===== config.mk =====
export PLATFORM = sky130hd
export DESIGN_NAME = strobe_bus_master
export DESIGN_NICKNAME = d
export VERILOG_FILES = /design/src/rtl/sbm_pkg.sv /design/src/rtl/sbm_ack_sync.sv /design/src/rtl/sbm_lane_map.sv /design/src/rtl/sbm_read_merge.sv /design/src/rtl/sbm_seq.sv /design/src/rtl/strobe_bus_master.sv
export SDC_FILE = /design/constraint.sdc
export NUM_CORES = 1
export LEC_CHECK = 0
export BUFFER_PORTS_ARGS = -buffer_cell sky130_fd_sc_hd__clkbuf_2
export CORE_UTILIZATION = 25
export CTS_BUF_LIST = sky130_fd_sc_hd__clkbuf_2 sky130_fd_sc_hd__clkbuf_4 sky130_fd_sc_hd__clkbuf_8
export DETAILED_ROUTE_END_ITERATION = 10
export GPL_ROUTABILITY_DRIVEN = 1
export HOLD_SLACK_MARGIN = 0.08
export PLACE_DENSITY_LB_ADDON = 0.3
export SETUP_SLACK_MARGIN = 0.4
export SYNTH_ARGS = -nofsm -noshare
export SYNTH_HDL_FRONTEND = slang
export SYNTH_SLANG_ARGS = --single-unit

===== constraint.sdc =====
create_clock -name clk -period 2.61 [get_ports clk]
set_input_delay 0.1305 -clock clk [delete_from_list [all_inputs] [get_ports clk]]
set_output_delay 0.1305 -clock clk [all_outputs]
set_load 0.01 [all_outputs]

===== src/rtl/sbm_pkg.sv =====
// Package: shared encodings for the handshake bus master.
// Assumes: transfer size uses two bits; values 2 and 3 both mean long.
package sbm_pkg;

    localparam logic [1:0] SZ_BYTE = 2'd0;
    localparam logic [1:0] SZ_WORD = 2'd1;
    localparam logic [1:0] SZ_LONG = 2'd2;

    typedef enum logic [1:0] {
        ST_IDLE    = 2'd0,
        ST_ACTIVE  = 2'd1,
        ST_RECOVER = 2'd2
    } seq_state_e;

endpackage


===== src/rtl/sbm_ack_sync.sv =====
// Module: brings the asynchronous active-low acknowledge into the clock domain.
// Assumes: STAGES >= 1; the output is active high and resets to "not seen".
module sbm_ack_sync #(
    parameter int STAGES = 2
) (
    input  logic clk,
    input  logic rst_n,
    input  logic ack_n_async,
    output logic ack_seen
);

    logic [STAGES-1:0] sync_q;

    generate
        if (STAGES == 1) begin : g_single
            // Single capture flop.
            always_ff @(posedge clk) begin
                if (!rst_n) sync_q <= 1'b1;
                else        sync_q <= ack_n_async;
            end
        end else begin : g_chain
            // Shift chain of capture flops.
            always_ff @(posedge clk) begin
                if (!rst_n) sync_q <= '1;
                else        sync_q <= {sync_q[STAGES-2:0], ack_n_async};
            end
        end
    endgenerate

    assign ack_seen = ~sync_q[STAGES-1];

endmodule


===== src/rtl/sbm_lane_map.sv =====
// Module: decides strobes and write-lane data for the cycle about to start.
// Assumes: the bus has two byte lanes; the upper lane serves even addresses.
module sbm_lane_map #(
    parameter int BUS_DW = 16,
    localparam int LANE_W = BUS_DW / 2,
    localparam int CORE_DW = 2 * BUS_DW
) (
    input  logic [1:0]         size,
    input  logic               addr_lsb,
    input  logic               second_half,
    input  logic [CORE_DW-1:0] wdata,
    output logic               uds_act,
    output logic               lds_act,
    output logic [BUS_DW-1:0]  lane_wdata
);

    import sbm_pkg::*;

    // Strobe and lane selection from size, address bit 0 and cycle half.
    always_comb begin
        uds_act    = 1'b1;
        lds_act    = 1'b1;
        lane_wdata = wdata[BUS_DW-1:0];
        if (size == SZ_BYTE) begin
            uds_act    = ~addr_lsb;
            lds_act    = addr_lsb;
            lane_wdata = {2{wdata[LANE_W-1:0]}};
        end else if (size[1]) begin
            lane_wdata = second_half ? wdata[BUS_DW-1:0] : wdata[CORE_DW-1:BUS_DW];
        end
    end

endmodule


===== src/rtl/sbm_read_merge.sv =====
// Module: folds the word on the bus into the operand being assembled.
// Assumes: byte reads are right-aligned and zero-extended; longs arrive high half first.
module sbm_read_merge #(
    parameter int BUS_DW = 16,
    localparam int LANE_W = BUS_DW / 2,
    localparam int CORE_DW = 2 * BUS_DW
) (
    input  logic [1:0]         size,
    input  logic               addr_lsb,
    input  logic               second_half,
    input  logic [BUS_DW-1:0]  din,
    input  logic [CORE_DW-1:0] held,
    output logic [CORE_DW-1:0] merged
);

    import sbm_pkg::*;

    // Operand assembly for the cycle now being acknowledged.
    always_comb begin
        merged = '0;
        if (size == SZ_BYTE) begin
            merged[LANE_W-1:0] = addr_lsb ? din[LANE_W-1:0] : din[BUS_DW-1:LANE_W];
        end else if (size == SZ_WORD) begin
            merged[BUS_DW-1:0] = din;
        end else if (second_half) begin
            merged = {held[CORE_DW-1:BUS_DW], din};
        end else begin
            merged = {din, held[BUS_DW-1:0]};
        end
    end

endmodule


===== src/rtl/sbm_seq.sv =====
// Module: cycle sequencer; owns all registered bus and response outputs.
// Assumes: request is a pulse taken only in idle; ack_det is already synchronized.
module sbm_seq #(
    parameter int CORE_AW = 32,
    parameter int BUS_AW  = 24,
    parameter int BUS_DW  = 16,
    localparam int CORE_DW = 2 * BUS_DW
) (
    input  logic               clk,
    input  logic               rst_n,
    input  logic               req_valid,
    input  logic [CORE_AW-1:0] req_addr,
    input  logic [1:0]         req_size,
    input  logic               req_write,
    input  logic [CORE_DW-1:0] req_wdata,
    input  logic               ack_det,
    input  logic               uds_act,
    input  logic               lds_act,
    input  logic [BUS_DW-1:0]  lane_wdata,
    input  logic [CORE_DW-1:0] merged,
    output logic [1:0]         sel_size,
    output logic               sel_lsb,
    output logic               sel_half,
    output logic [CORE_DW-1:0] sel_wdata,
    output logic [CORE_DW-1:0] held,
    output logic [BUS_AW-2:0]  bus_addr,
    output logic               bus_as_n,
    output logic               bus_uds_n,
    output logic               bus_lds_n,
    output logic               bus_rw,
    output logic [BUS_DW-1:0]  bus_dout,
    output logic               bus_dout_en,
    output logic               rsp_done,
    output logic               rsp_err,
    output logic [CORE_DW-1:0] rsp_rdata
);

    import sbm_pkg::*;

    seq_state_e         state_q;
    logic [1:0]         size_q;
    logic               lsb_q;
    logic               write_q;
    logic               phase_q;
    logic [CORE_DW-1:0] wdata_q;
    logic [CORE_DW-1:0] held_q;
    logic               idle;
    logic               misaligned;
    logic               unused_hi_addr;

    // Address bits above the bus width are dropped on purpose.
    assign unused_hi_addr = ^req_addr[CORE_AW-1:BUS_AW];

    // Selection fields for the lane map and the read merge.
    always_comb begin
        idle       = (state_q == ST_IDLE);
        sel_size   = idle ? req_size  : size_q;
        sel_lsb    = idle ? req_addr[0] : lsb_q;
        sel_wdata  = idle ? req_wdata : wdata_q;
        sel_half   = (state_q == ST_RECOVER) | phase_q;
        misaligned = (req_size != SZ_BYTE) && req_addr[0];
    end

    assign held = held_q;

    // Cycle sequencing: start, wait for acknowledge, recover, repeat or finish.
    always_ff @(posedge clk) begin
        if (!rst_n) begin
            state_q     <= ST_IDLE;
            size_q      <= SZ_BYTE;
            lsb_q       <= 1'b0;
            write_q     <= 1'b0;
            phase_q     <= 1'b0;
            wdata_q     <= '0;
            held_q      <= '0;
            bus_addr    <= '0;
            bus_as_n    <= 1'b1;
            bus_uds_n   <= 1'b1;
            bus_lds_n   <= 1'b1;
            bus_rw      <= 1'b1;
            bus_dout    <= '0;
            bus_dout_en <= 1'b0;
            rsp_done    <= 1'b0;
            rsp_err     <= 1'b0;
            rsp_rdata   <= '0;
        end else begin
            rsp_done <= 1'b0;
            rsp_err  <= 1'b0;
            case (state_q)
                ST_IDLE: begin
                    if (req_valid) begin
                        if (misaligned) begin
                            rsp_err <= 1'b1;
                        end else begin
                            size_q      <= req_size;
                            lsb_q       <= req_addr[0];
                            write_q     <= req_write;
                            wdata_q     <= req_wdata;
                            phase_q     <= 1'b0;
                            held_q      <= '0;
                            bus_addr    <= req_addr[BUS_AW-1:1];
                            bus_rw      <= ~req_write;
                            bus_as_n    <= 1'b0;
                            bus_uds_n   <= ~uds_act;
                            bus_lds_n   <= ~lds_act;
                            bus_dout    <= lane_wdata;
                            bus_dout_en <= req_write;
                            state_q     <= ST_ACTIVE;
                        end
                    end
                end
                ST_ACTIVE: begin
                    if (ack_det) begin
                        held_q      <= merged;
                        bus_as_n    <= 1'b1;
                        bus_uds_n   <= 1'b1;
                        bus_lds_n   <= 1'b1;
                        bus_dout_en <= 1'b0;
                        state_q     <= ST_RECOVER;
                    end
                end
                ST_RECOVER: begin
                    if (!ack_det) begin
                        if (size_q[1] && !phase_q) begin
                            phase_q     <= 1'b1;
                            bus_addr    <= bus_addr + 1'b1;
                            bus_as_n    <= 1'b0;
                            bus_uds_n   <= ~uds_act;
                            bus_lds_n   <= ~lds_act;
                            bus_dout    <= lane_wdata;
                            bus_dout_en <= write_q;
                            state_q     <= ST_ACTIVE;
                        end else begin
                            rsp_rdata <= held_q;
                            rsp_done  <= 1'b1;
                            phase_q   <= 1'b0;
                            state_q   <= ST_IDLE;
                        end
                    end
                end
                default: state_q <= ST_IDLE;
            endcase
        end
    end

endmodule


===== src/rtl/strobe_bus_master.sv =====
// Module: top of the handshake-terminated 16-bit bus master.
// Assumes: one outstanding request; slave keeps read data valid while acknowledging.
module strobe_bus_master #(
    parameter int CORE_AW     = 32,
    parameter int BUS_AW      = 24,
    parameter int BUS_DW      = 16,
    parameter int SYNC_STAGES = 2,
    localparam int CORE_DW = 2 * BUS_DW
) (
    input  logic               clk,
    input  logic               rst_n,
    input  logic               req_valid,
    input  logic [CORE_AW-1:0] req_addr,
    input  logic [1:0]         req_size,
    input  logic               req_write,
    input  logic [CORE_DW-1:0] req_wdata,
    output logic               rsp_done,
    output logic               rsp_err,
    output logic [CORE_DW-1:0] rsp_rdata,
    output logic [BUS_AW-2:0]  bus_addr,
    output logic               bus_as_n,
    output logic               bus_uds_n,
    output logic               bus_lds_n,
    output logic               bus_rw,
    output logic [BUS_DW-1:0]  bus_dout,
    output logic               bus_dout_en,
    input  logic [BUS_DW-1:0]  bus_din,
    input  logic               bus_ack_n
);

    logic               ack_det;
    logic [1:0]         sel_size;
    logic               sel_lsb;
    logic               sel_half;
    logic [CORE_DW-1:0] sel_wdata;
    logic [CORE_DW-1:0] held;
    logic               uds_act;
    logic               lds_act;
    logic [BUS_DW-1:0]  lane_wdata;
    logic [CORE_DW-1:0] merged;

    sbm_ack_sync #(.STAGES(SYNC_STAGES)) u_sync (
        .clk         (clk),
        .rst_n       (rst_n),
        .ack_n_async (bus_ack_n),
        .ack_seen    (ack_det)
    );

    sbm_lane_map #(.BUS_DW(BUS_DW)) u_lane (
        .size        (sel_size),
        .addr_lsb    (sel_lsb),
        .second_half (sel_half),
        .wdata       (sel_wdata),
        .uds_act     (uds_act),
        .lds_act     (lds_act),
        .lane_wdata  (lane_wdata)
    );

    sbm_read_merge #(.BUS_DW(BUS_DW)) u_merge (
        .size        (sel_size),
        .addr_lsb    (sel_lsb),
        .second_half (sel_half),
        .din         (bus_din),
        .held        (held),
        .merged      (merged)
    );

    sbm_seq #(.CORE_AW(CORE_AW), .BUS_AW(BUS_AW), .BUS_DW(BUS_DW)) u_seq (
        .clk         (clk),
        .rst_n       (rst_n),
        .req_valid   (req_valid),
        .req_addr    (req_addr),
        .req_size    (req_size),
        .req_write   (req_write),
        .req_wdata   (req_wdata),
        .ack_det     (ack_det),
        .uds_act     (uds_act),
        .lds_act     (lds_act),
        .lane_wdata  (lane_wdata),
        .merged      (merged),
        .sel_size    (sel_size),
        .sel_lsb     (sel_lsb),
        .sel_half    (sel_half),
        .sel_wdata   (sel_wdata),
        .held        (held),
        .bus_addr    (bus_addr),
        .bus_as_n    (bus_as_n),
        .bus_uds_n   (bus_uds_n),
        .bus_lds_n   (bus_lds_n),
        .bus_rw      (bus_rw),
        .bus_dout    (bus_dout),
        .bus_dout_en (bus_dout_en),
        .rsp_done    (rsp_done),
        .rsp_err     (rsp_err),
        .rsp_rdata   (rsp_rdata)
    );

endmodule


==> summary.md <==
| Metric | Value |
|---|---|
| Max rail drop VDD | `approximately 0.00027 V` |
| Seq/Total Area, Yosys | `0.428` |
| Initial DRC count | `387` |
| Placed cells | `around 1400` |
| Leak | `3.94 nW` |
| Achievable frequency | `between 400 and 500 MHz` |
| Grt ovf | `0` |
| Root Buffer | `clkbuf_8` |
| Status | `finished, final reports clean` |
| Critical Path Max Stage Delay | `between 0.5 and 0.6 ns` |
| Final worst-path cycle share | `0.854` |
| Die X | `170 um` |
| Worst Setup End Kind | `flop` |
| Area Growth Syn to Fin | `36.8%` |
| Crit-path max FO | `8` |
| TNS Setup | `0 ns` |
| Required @ worst endpoint | `3.01 ns` |
| ANT nets after route | `0` |
| Hold crit path type | `in -> reg` |
| Clock Latency Late Sink | `around 0.46 ns` |
| Max cap viols | `0` |
| Mean Syn Cell Area | `about 8.1 um2` |
| Total Power | `about 6 mW` |
| Hold Vio Cnt, Final | `0` |
| Synth cell types | `61` |
| Most frequent cells in the layout | `198 x nand2_1, 156 x clkbuf_2, 149 x dfxtp_1, 116 x a21oi_1, 73 x dlygate4sd3_1` |
| DRC violations left | `0` |
| Main flop type after synthesis | `dfxtp_1` |
| Clock slew seen by the registers of the worst setup and hold paths | `0.09 ns` |
| Drt via density | `~4.8` |
| CP max-delay cell | `or4_4` |
| Initial antenna violation count | `0` |
| Syn nets | `a little under 1000` |
| Crit Path Class | `reg -> reg` |
| HPWL after DPL | `about 16 mm` |
| Worst Path Buf+Inv | `1` |
| Die area | `28900 um2` |
| H-tree depth | `4` |
| Post-synth top area cell | `dfxtp_1` |
| Row count | `a little over 60` |
| Placer Congestion | `just under 0.8` |
| Core footprint | `27800 um2` |
| Max-slew headroom | `0.573` |
| Share of the synthesized area in the top cell type | `0.428` |
| Wire per inst | `between 15 and 20 um` |
| Ys Warns | `0` |
| I/O Pins | `165` |
| Non-filler cells, final | `1485` |
| First drt pass iteration count | `5` |
| Final setup vio count | `0` |
| Largest net degree at the start of global routing | `42` |
| Number of synthesized flops with an enable pin | `0` |
| Worst slew pin tran | `about 0.64 ns` |
| Crit path DAT | `about 2.6 ns` |
| Worst Setup Start Kind | `flop` |
| Total wire length | `roughly 24 mm` |
| Slew Viols, Final | `0` |
| IO buf count | `~160` |
| Clock Sinks | `about 150` |
| Routed vias | `just over 7000` |
| Die height | `~170 um` |
| RSZ-0062 raised after global routing | `yes` |
| Top cells by area, synth | `dfxtp_1 43%, nand2_1 11%, a21oi_1 8.3%` |
| # diodes | `0` |
| Layout cells sized above 1 | `0.255` |
| Cell Area, Synth | `7060 um2` |
| Kind of cell adding the most delay to the critical path | `simple AND/OR/NAND/NOR gates` |
| CTS tree | `done` |
| Max clock buf depth | `2` |
| Pwr/cell area | `around 630 nW/um2` |
| Critical-path cell list | `inv_4 -> ha_4 -> and2b_2 -> or4b_4 -> or4_4 -> nor2_8 -> a22o_2` |
| Leading cell type in the layout, fill and taps excluded | `nand2_1` |
| Crit path time final | `between 2 and 2.5 ns` |
| Num CTS Buffers | `17` |
| Vias in the first global route | `around 6600` |
| Mapped Cells | `875` |
| Starting Density | `0.254` |
| First-pass GRT wire length | `36.9 mm` |
| Seq cells post-synth | `between 150 and 200` |
| Final net count | `~1200` |
| Total Routing Usage GR | `0.164` |
| Clock Skews | `around 0.023 ns` |
| Ys async rst share | `0` |
-- worst paths after layout --
kind	from	depth (start not counted)	slack, ns	end
worst max-delay path	u_seq.state_q[0]$_SDFFE_PN0P_	7	0.38	u_seq.held[8]$_SDFFE_PN0P_
worst min register to register	u_sync.sync_q[0]$_SDFF_PN1_	1	0.43	u_sync.sync_q[1]$_SDFF_PN1_
worst min-delay path	req_addr[17]	4	0.12	u_seq.bus_addr[16]$_SDFFE_PN0P_
worst max register to register	u_seq.state_q[0]$_SDFFE_PN0P_	7	0.38	u_seq.held[8]$_SDFFE_PN0P_
-- area by class of cell --
class	instances	area (um2)
fill	2968	18100
multi-input combinational	643	3770
sequential	151	3030
timing repair buffer	271	1910
tap	378	473
clock buffer	20	263
clock inverter	11	171
inverter	11	45.0
-- Yosys cell counts (all sizes together) (3+ instances only) --
| cell type | number |
|---|---|
| mux2 | 6 |
| buf | 13 |
| dfxtp | 151 |
| nor3 | 16 |
| o21a | 16 |
| and2 | 5 |
| a21oi | 117 |
| nand4 | 8 |
| nand3 | 22 |
| and4 | 3 |
| nand2 | 200 |
| o32ai | 3 |
| nor4 | 8 |
| clkbuf | 57 |
| nor2b | 25 |
| nand2b | 6 |
| a32oi | 6 |
| o2bb2ai | 9 |
| ha | 6 |
| o211ai | 11 |
| inv | 10 |
| or4b | 3 |
| mux2i | 24 |
| a31oi | 6 |
| a22oi | 3 |
| a22o | 9 |
| and3 | 20 |
| a32o | 11 |
| o22ai | 3 |
| nor2 | 23 |
| o21ai | 44 |
-- power breakdown --
group	total, mW	switching, mW	internal (mW)
logic	1.49	0.845	0.646
clock network	2.04	0.952	1.09
registers	2.60	0.139	2.46
-- flip-flops by register name, summed over array words and instances (netlist names), 2 cells and up --
name             cells
u_seq.held          32
u_seq.rsp_rdata     32
u_seq.wdata_q       32
u_seq.bus_addr      23
u_seq.bus_dout      16
u_seq.size_q         2
u_seq.state_q        2
u_sync.sync_q        2
-- timing repair --
item / 4_1_cts / 5_1_grt
gates resized for setup: 23 / 15
buffers inserted: 4 / 4
gates cloned: 0 / 2
hold endpoints to repair: 98 / 0
pin swaps: 13 / 6
endpoints found under the setup margin: 66 / 94
hold buffers: 73 / 0
-- metal layers --
metal / part of all wire / vias up / GRT usage
met1: 0.48 / 3381 / 0.226
met5: 0 / - / 0
met2: 0.47 / 150 / 0.258
met3: 0.040 / 15 / 0.0316
li1: - / 3535 / -
met4: 0.012 / 0 / 0.0458
-- logic make-up after synthesis --
logic type | synth area share
AND/OR/NAND/NOR | 0.233
flip-flops | 0.428
buffers and inverters | 0.0569
adder cells (fa/ha/maj) | 0.0106
AO/OA/AOI/OAI | 0.228
multiplexers | 0.0436
-- per-stage QoR --
step / instance area, um2 / hold slack [ns] / setup WS [ns] / utilization
finish: 9660 / 0.121 / 0.381 / 0.348
global route: 9660 / 0.131 / 0.311 / 0.348
CTS: 9550 / 0.0852 / 0.324 / 0.344
detailed placement: 8250 / 0.342 / 0.123 / 0.297
global placement: 8250 / 0.366 / 0.209 / 0.297
floorplan: 7080 / 0.232 / 0.343 / -
-- tightest hold or removal path, delay by kind of cell --
family / cells / cell delay, ns
AOI/OAI and AO/OA: 2 / 0.21
buffers and inverters: 1 / 0.08
and+or+nand+nor: 1 / 0.12
Power figures use the tool's default switching activity.
